===== src/rtl/uart_irq_pkg.sv =====
package uart_irq_pkg;

  localparam int STAT_W = 11;
  localparam int NLINE  = 6;

  // raw status bit positions
  localparam int B_RI   = 0;
  localparam int B_CTS  = 1;
  localparam int B_DCD  = 2;
  localparam int B_DSR  = 3;
  localparam int B_RX   = 4;
  localparam int B_TX   = 5;
  localparam int B_RTO  = 6;
  localparam int B_FRM  = 7;
  localparam int B_PAR  = 8;
  localparam int B_BRK  = 9;
  localparam int B_OVR  = 10;

  // register word offsets
  localparam int OFS_MASK   = 14;
  localparam int OFS_RAW    = 15;
  localparam int OFS_MASKED = 16;
  localparam int OFS_CLR    = 17;

  typedef logic [STAT_W-1:0] stat_t;

  localparam stat_t SEL_ANY = '1;
  localparam stat_t SEL_RX  = stat_t'(1) << B_RX;
  localparam stat_t SEL_TX  = stat_t'(1) << B_TX;
  localparam stat_t SEL_RTO = stat_t'(1) << B_RTO;
  localparam stat_t SEL_MS  = (stat_t'(1) << B_RI) | (stat_t'(1) << B_CTS) |
                              (stat_t'(1) << B_DCD) | (stat_t'(1) << B_DSR);
  localparam stat_t SEL_ERR = (stat_t'(1) << B_FRM) | (stat_t'(1) << B_PAR) |
                              (stat_t'(1) << B_BRK) | (stat_t'(1) << B_OVR);

  // line index: 0 any, 1 rx, 2 tx, 3 rto, 4 modem, 5 err
  localparam logic [NLINE-1:0][STAT_W-1:0] LINE_SEL =
    {SEL_ERR, SEL_MS, SEL_RTO, SEL_TX, SEL_RX, SEL_ANY};

endpackage


===== src/rtl/uart_irq_rst_sync.sv =====
module uart_irq_rst_sync #(
  parameter int STAGES = 2
) (
  input  logic clk,
  input  logic rst_n,
  output logic rst_sync_n
);

  logic [STAGES-1:0] sync_q;
  logic [STAGES-1:0] sync_d;

  always_comb begin
    sync_d = {sync_q[STAGES-2:0], 1'b1};
  end

  always_ff @(posedge clk or negedge rst_n) begin
    if (!rst_n) begin
      sync_q <= '0;
    end else begin
      sync_q <= sync_d;
    end
  end

  assign rst_sync_n = sync_q[STAGES-1];

endmodule


===== src/rtl/uart_irq_raw.sv =====
module uart_irq_raw #(
  parameter int W = 11
) (
  input  logic         clk,
  input  logic         rst_n,
  input  logic [W-1:0] set_vec,
  input  logic [W-1:0] clr_vec,
  output logic [W-1:0] raw_q
);

  logic [W-1:0] raw_d;
  logic         raw_en;

  // set is applied after clear, so a coincident set wins
  always_comb begin
    raw_en = (|set_vec) | (|clr_vec);
    raw_d  = (raw_q & ~clr_vec) | set_vec;
  end

  always_ff @(posedge clk or negedge rst_n) begin
    if (!rst_n) begin
      raw_q <= '0;
    end else if (raw_en) begin
      raw_q <= raw_d;
    end
  end

endmodule


===== src/rtl/uart_irq_mask.sv =====
module uart_irq_mask #(
  parameter int W = 11
) (
  input  logic         clk,
  input  logic         rst_n,
  input  logic         load,
  input  logic [W-1:0] load_val,
  output logic [W-1:0] mask_q
);

  logic [W-1:0] mask_d;

  always_comb begin
    mask_d = load ? load_val : mask_q;
  end

  always_ff @(posedge clk or negedge rst_n) begin
    if (!rst_n) begin
      mask_q <= '0;
    end else if (load) begin
      mask_q <= mask_d;
    end
  end

endmodule


===== src/rtl/uart_irq_fanout.sv =====
module uart_irq_fanout #(
  parameter int W  = 11,
  parameter int NL = 6,
  parameter logic [NL-1:0][W-1:0] SEL = '0
) (
  input  logic [W-1:0]  raw,
  input  logic [W-1:0]  mask,
  output logic [W-1:0]  masked,
  output logic [NL-1:0] lines
);

  assign masked = raw & mask;

  for (genvar g = 0; g < NL; g++) begin : g_line
    assign lines[g] = |(masked & SEL[g]);
  end

endmodule


===== src/rtl/uart_irq_regif.sv =====
module uart_irq_regif
  import uart_irq_pkg::*;
#(
  parameter int ADDR_W = 6,
  parameter int DATA_W = 32
) (
  input  logic              wen,
  input  logic [ADDR_W-1:0] addr,
  input  logic [DATA_W-1:0] wdata,
  input  stat_t             raw,
  input  stat_t             mask,
  input  stat_t             masked,
  output logic              mask_load,
  output stat_t             mask_val,
  output stat_t             clr_vec,
  output logic [DATA_W-1:0] rdata
);

  localparam int PAD_W = DATA_W - STAT_W;

  logic hit_mask, hit_raw, hit_masked, hit_clr;
  stat_t rsel;
  logic unused_wdata_hi;

  always_comb begin
    hit_mask   = (addr == ADDR_W'(OFS_MASK));
    hit_raw    = (addr == ADDR_W'(OFS_RAW));
    hit_masked = (addr == ADDR_W'(OFS_MASKED));
    hit_clr    = (addr == ADDR_W'(OFS_CLR));

    mask_load = wen & hit_mask;
    mask_val  = wdata[STAT_W-1:0];
    clr_vec   = (wen & hit_clr) ? wdata[STAT_W-1:0] : '0;

    rsel = '0;
    if (hit_mask)   rsel = mask;
    if (hit_raw)    rsel = raw;
    if (hit_masked) rsel = masked;
    rdata = {{PAD_W{1'b0}}, rsel};
  end

  assign unused_wdata_hi = ^wdata[DATA_W-1:STAT_W];

endmodule


===== src/rtl/uart_irq_ctrl.sv =====
module uart_irq_ctrl
  import uart_irq_pkg::*;
#(
  parameter int ADDR_W    = 6,
  parameter int DATA_W    = 32,
  parameter int RST_STAGE = 2
) (
  input  logic              clk,
  input  logic              rst_n,
  input  logic [10:0]       evt_set,
  input  logic              reg_wen,
  input  logic [ADDR_W-1:0] reg_addr,
  input  logic [DATA_W-1:0] reg_wdata,
  output logic [DATA_W-1:0] reg_rdata,
  output logic              irq_any,
  output logic              irq_rx,
  output logic              irq_tx,
  output logic              irq_rto,
  output logic              irq_modem,
  output logic              irq_err
);

  logic              rst_sync_n;
  stat_t             raw_q;
  stat_t             mask_q;
  stat_t             masked;
  stat_t             clr_vec;
  stat_t             mask_val;
  logic              mask_load;
  logic [NLINE-1:0]  lines;

  uart_irq_rst_sync #(.STAGES(RST_STAGE)) rst_i (
    .clk(clk), .rst_n(rst_n), .rst_sync_n(rst_sync_n)
  );

  uart_irq_regif #(.ADDR_W(ADDR_W), .DATA_W(DATA_W)) regif_i (
    .wen(reg_wen), .addr(reg_addr), .wdata(reg_wdata),
    .raw(raw_q), .mask(mask_q), .masked(masked),
    .mask_load(mask_load), .mask_val(mask_val),
    .clr_vec(clr_vec), .rdata(reg_rdata)
  );

  uart_irq_raw #(.W(STAT_W)) raw_i (
    .clk(clk), .rst_n(rst_sync_n), .set_vec(evt_set),
    .clr_vec(clr_vec), .raw_q(raw_q)
  );

  uart_irq_mask #(.W(STAT_W)) mask_i (
    .clk(clk), .rst_n(rst_sync_n), .load(mask_load),
    .load_val(mask_val), .mask_q(mask_q)
  );

  uart_irq_fanout #(.W(STAT_W), .NL(NLINE), .SEL(LINE_SEL)) fan_i (
    .raw(raw_q), .mask(mask_q), .masked(masked), .lines(lines)
  );

  assign irq_any   = lines[0];
  assign irq_rx    = lines[1];
  assign irq_tx    = lines[2];
  assign irq_rto   = lines[3];
  assign irq_modem = lines[4];
  assign irq_err   = lines[5];

endmodule


===== config.mk =====
export PLATFORM = sky130hd
export DESIGN_NAME = uart_irq_ctrl
export DESIGN_NICKNAME = d
export VERILOG_FILES = /design/src/rtl/uart_irq_pkg.sv /design/src/rtl/uart_irq_rst_sync.sv /design/src/rtl/uart_irq_raw.sv /design/src/rtl/uart_irq_mask.sv /design/src/rtl/uart_irq_fanout.sv /design/src/rtl/uart_irq_regif.sv /design/src/rtl/uart_irq_ctrl.sv
export SDC_FILE = /design/constraint.sdc
export NUM_CORES = 1
export LEC_CHECK = 0
export BUFFER_PORTS_ARGS = -buffer_cell sky130_fd_sc_hd__buf_2
export CAP_MARGIN = 20
export CORE_AREA = 2 2 61 63
export CTS_CLUSTER_SIZE = 14
export DETAILED_ROUTE_END_ITERATION = 10
export DIE_AREA = 0 0 63 65
export PLACE_DENSITY = 0.75
export SKIP_CTS_REPAIR_TIMING = 1
export SLEW_MARGIN = 20
export SYNTH_ARGS = -nofsm -noshare
export SYNTH_HDL_FRONTEND = slang
export SYNTH_SLANG_ARGS = --single-unit

===== constraint.sdc =====
create_clock -name clk -period 2.25 [get_ports clk]
set_input_delay 0.45 -clock clk [delete_from_list [all_inputs] [get_ports clk]]
set_output_delay 0.45 -clock clk [all_outputs]
set_load 0.01 [all_outputs]

# Word level (Yosys, flattened, before mapping)
# Cells that the tools add are included.
[totals]
register_bits = 24
out_inout_bits = 38
in_bits = 52
[op_classes]
muxes = 4
reduce_logical = 5
bitwise = 7
n_eq_ne = 4
[ops]
columns = ["cell", "count"]
rows = [
  ["$mux W11", 4],
  ["$reduce_or A11 Y1", 3],
  ["$and A11 B11 Y11", 2],
  ["$eq A6 B4 Y1 const B", 2],
  ["$eq A6 B5 Y1 const B", 2],
  ["$not A11 Y11", 1],
  ["$or A11 B11 Y11", 1],
  ["$reduce_or A4 Y1", 2],
  ["$and A1 B1 Y1", 2],
  ["$or A1 B1 Y1", 1],
]

# Depth between registers and ports, before layout
[depth]
ltp_word = 6
depth_mapped = 5

# Hierarchy
# From an unflattened synthesis, not the netlist that was laid out.
[unflattened]
hier_cells = 155
hier_area_um2 = 1636.6
[by_module_without_submodules]
columns = ["mod", "cells_each", "n_inst", "seq_area_each_um2", "area_per_inst_um2"]
rows = [
  ["uart_irq_regif", 78, 1, 0.0, 601.8],
  ["uart_irq_mask", 23, 1, 275.3, 447.9],
  ["uart_irq_raw", 33, 1, 275.3, 399.1],
  ["uart_irq_fanout", 18, 1, 0.0, 133.9],
  ["uart_irq_rst_sync", 3, 1, 50.0, 53.8],
]

# Worst setup path before layout
# OpenSTA, ideal clock, no wires.
[synth_path]
path_type = "input port to output port"
from = "input reg_addr[1]"
to = "output reg_rdata[8]"
slack_ps = 247
path_buffers = 1
t_arrival_ps = 1553
cell_stages = 4
path_cell_list = "or4_4 buf_6 o32ai_2 a22o_1"
[synth_via]
elab_chain_cells = 4
word_cells_on_any_way = 6
classes_between = "3 x eq/ne; 3 x mux"
[synth_rtl]
columns = ["item", "line", "text"]
rows = [
  ["start: declaration", "uart_irq_ctrl.sv:12", "input logic [ADDR_W-1:0] reg_addr,"],
  ["$eq A6 B4 Y1", "uart_irq_regif.sv:26", "hit_mask = (addr == ADDR_W'(OFS_MASK));"],
  ["$mux W11", "uart_irq_regif.sv:36", "if (hit_mask) rsel = mask;"],
  ["$mux W11", "uart_irq_regif.sv:37", "if (hit_raw) rsel = raw;"],
  ["$mux W11 *", "uart_irq_regif.sv:38", "if (hit_masked) rsel = masked;"],
  ["end: declaration", "uart_irq_ctrl.sv:14", "output logic [DATA_W-1:0] reg_rdata,"],
]
# Mark *: on every way between the ends. The rest lies on a longest branch, timed or not.

# Final worst setup path
[layout_path]
from = "input reg_addr[1]"
to = "output reg_rdata[0]"
# Same word-level chain as after synthesis.

==> impl_metrics.json <==
{
  "status": "complete, no violations",
  "ys_seq_area_share_pct": 42.5,
  "fin_crit_sh_pct": 98.2,
  "total_power_uw": 911,
  "wl_per_cell_um": 12.3,
  "antenna_cells": 0,
  "clock_path_buffers": 2,
  "p_int_uw": 643,
  "drive_above_1_share_pct": 37.9,
  "hpwl_mm": 2.38,
  "avgViaCountPerCell": 4.60,
  "drv_slew": 0,
  "fin_cells": 251,
  "crit_fanout": 7,
  "setup_tns_ns": 0,
  "cts_tree": "done",
  "drt_iter0_drc": 66,
  "yosysMostFrequentCell": "dfrtp_1",
  "grt_pass1_wl_mm": 4.90,
  "finalSetupViolCount": 0,
  "finClkSkew_ns": 0.00955,
  "yosysWarnings": 0,
  "ys_types": 26,
  "synthesis.area_sq_mm": 0.00141,
  "async_reset_ff_share_pct": 100,
  "ff2ff_setup_slack_ns": 1.32,
  "power_density_mw_per_mm2": 531,
  "critPathLaunchType": "input port",
  "seq_area_sq_um": 601,
  "grt.overflow.total": 0,
  "ios": 90,
  "path_cells": "buf_2, or4_4, buf_4, nor3_1, a221o_1, buf_2",
  "first_pass_iters": 4,
  "clockPowerShare_pct": 25.8,
  "root_buffer": "clkbuf_4",
  "p_leak_uw": 0.000865,
  "netSwitchingFraction_pct": 29.4,
  "globalplace.congestion": 0.725,
  "min_from": "reg_wdata[5]",
  "hp-class": "in2reg",
  "synth_common_cells": "dfrtp_1, buf_4, inv_1",
  "critPathCaptureType": "primary output",
  "peakVddDrop_uv": 291,
  "whs_ns": 0.294,
  "clkLatencyLatePin_ns": 0.32,
  "multi_input_area_sq_um": 652,
  "max_freq_mhz": 452,
  "ant_nets": 0,
  "place_inst": 246,
  "worstMarginPinSlew_ns": 0.889,
  "cp_top_family": "simple AND/OR/NAND/NOR gates",
  "grt_max_degree": 23,
  "die_w_um": 63,
  "ys_top_cells_by_area": "dfrtp_1, buf_4, mux2_2",
  "critPathRequiredTime_ns": 1.80,
  "relSlewSlack_pct": 40.7,
  "crit_arrival_ns": 1.76,
  "antenna_found_initial": 0,
  "finalHoldViolCount": 0,
  "die_area_sq_mm": 0.00410,
  "yosysTopAreaCell": "dfrtp_1",
  "reg2reg_depth": 0,
  "fillCellCount": 348,
  "num_vias": 1154,
  "initial_core_util_pct": 40.4,
  "path_class": "in2out",
  "fin_nets": 256,
  "cts.sinks": 24,
  "design_area_sq_mm": 0.00171,
  "synth_top_area_share_pct": 42.5,
  "max_stage_delay_ns": 0.59,
  "syn_to_final_growth_pct": 21.3,
  "drv_cap": 0,
  "rsz0062_at_grt": "yes",
  "slowest_stage": "or4_4",
  "htree_levels": 1,
  "synth_ff_type": "dfrtp_1",
  "whs_path_depth": 2,
  "min_period_ns": 2.21,
  "cts_made_buffers": 3,
  "die_y_um": 65,
  "drt_wl_total_mm": 3.09,
  "synth-edff-count": 0,
  "p_sw_uw": 268,
  "core_sq_mm": 0.00350,
  "dpl-instance-area_sq_mm": 0.00165,
  "grt_pass1_vias": 1043,
  "clk_pin_slew_worst_paths_ns": 0.14,
  "crit_top_cell": "buf_2",
  "rows": 22,
  "grt.total_usage_pct": 15.4,
  "ys_ff_latch": 24,
  "min_to": "raw_i.raw_q[5]",
  "worst-path-buf-inv": 3,
  "rr_endpoint": "raw_i.raw_q[10]",
  "synthCells": 149,
  "drc_errors": 0,
  "port_buffers": 47,
  "reg2reg_from": "rst_i.sync_q[1]",
  "seq_power_share_pct": 53.6,
  "combPwrFrac_pct": 20.6,
  "avgSynthCellArea_sq_um": 9.48
}
==> metrics by stage <==
stage,worst slack (ns),util [%]
finish,0.0398,49.0
floorplan,0.247,-
global placement,0.0331,47.3
detailed placement,0.0313,47.3
CTS,0.0228,48.3
global route,-0.0332,49.0
==> sequential cells by signal (all words and copies together), names as in the netlist <==
register / flops
mask_i.mask_q: 11
raw_i.raw_q: 11
rst_i.sync_q: 2
==> cells by family after synthesis <==
| group | synth area share [%] |
|---|---|
| DFF | 42.5 |
| and+or+nand+nor | 15.7 |
| other | 0.532 |
| muxes | 9.48 |
| buffers and inverters | 17.7 |
| AOI/OAI and AO/OA | 14.1 |
==> power groups by stage <==
stage	clock network [uW]	logic, uW	registers (uW)
after floorplan	0	138	490
after global placement	0	181	495
after detailed placement	0	186	498
after CTS	244	186	490
after global routing	255	211	496
final	235	188	488
==> cell usage in the layout (no fill, tap or decap), drive strengths merged <==
master / n
or3b: 1
nand3: 2
o31ai: 1
a31oi: 11
a22o: 2
nor3: 9
mux2i: 1
nand2: 13
clkbuf: 4
mux2: 11
or3: 1
dlygate4sd3: 1
buf: 55
o32ai: 2
a221o: 8
nor3b: 1
nand4bb: 1
nand4: 2
or4: 1
dfrtp: 24
conb: 22
nor2: 13
nand2b: 1
inv: 16
==> worst max-delay path by stage <==
stage	startpoint	endpoint	slack [ns]	depth (start not counted)
global route	reg_addr[1]	reg_rdata[7]	-0.03	5
finish	reg_addr[1]	reg_rdata[0]	0.04	6
detailed placement	reg_addr[1]	reg_rdata[1]	0.03	6
floorplan	reg_addr[1]	reg_rdata[8]	0.25	4
CTS	reg_addr[1]	reg_rdata[7]	0.02	5
global placement	reg_addr[1]	reg_rdata[1]	0.03	6
==> area by class of cell <==
class | count | area share (%)
Clock buffer | 4 | 2.12
Inverter | 16 | 3.50
Multi-Input combinational cell | 103 | 38.0
Sequential cell | 24 | 35.0
Tap cell | 48 | 3.50
Timing Repair Buffer | 56 | 17.8
==> metal layers <==
metal | global-route usage (%) | wire length, um | vias up
li1 | - | - | 587
met1 | 19.4 | 1370 | 529
met2 | 26.7 | 1550 | 34
met3 | 2.08 | 135 | 4
met4 | 5.83 | 28 | 0
met5 | 0 | 0 | -
Note: power is estimated with default switching activity, not from simulation.
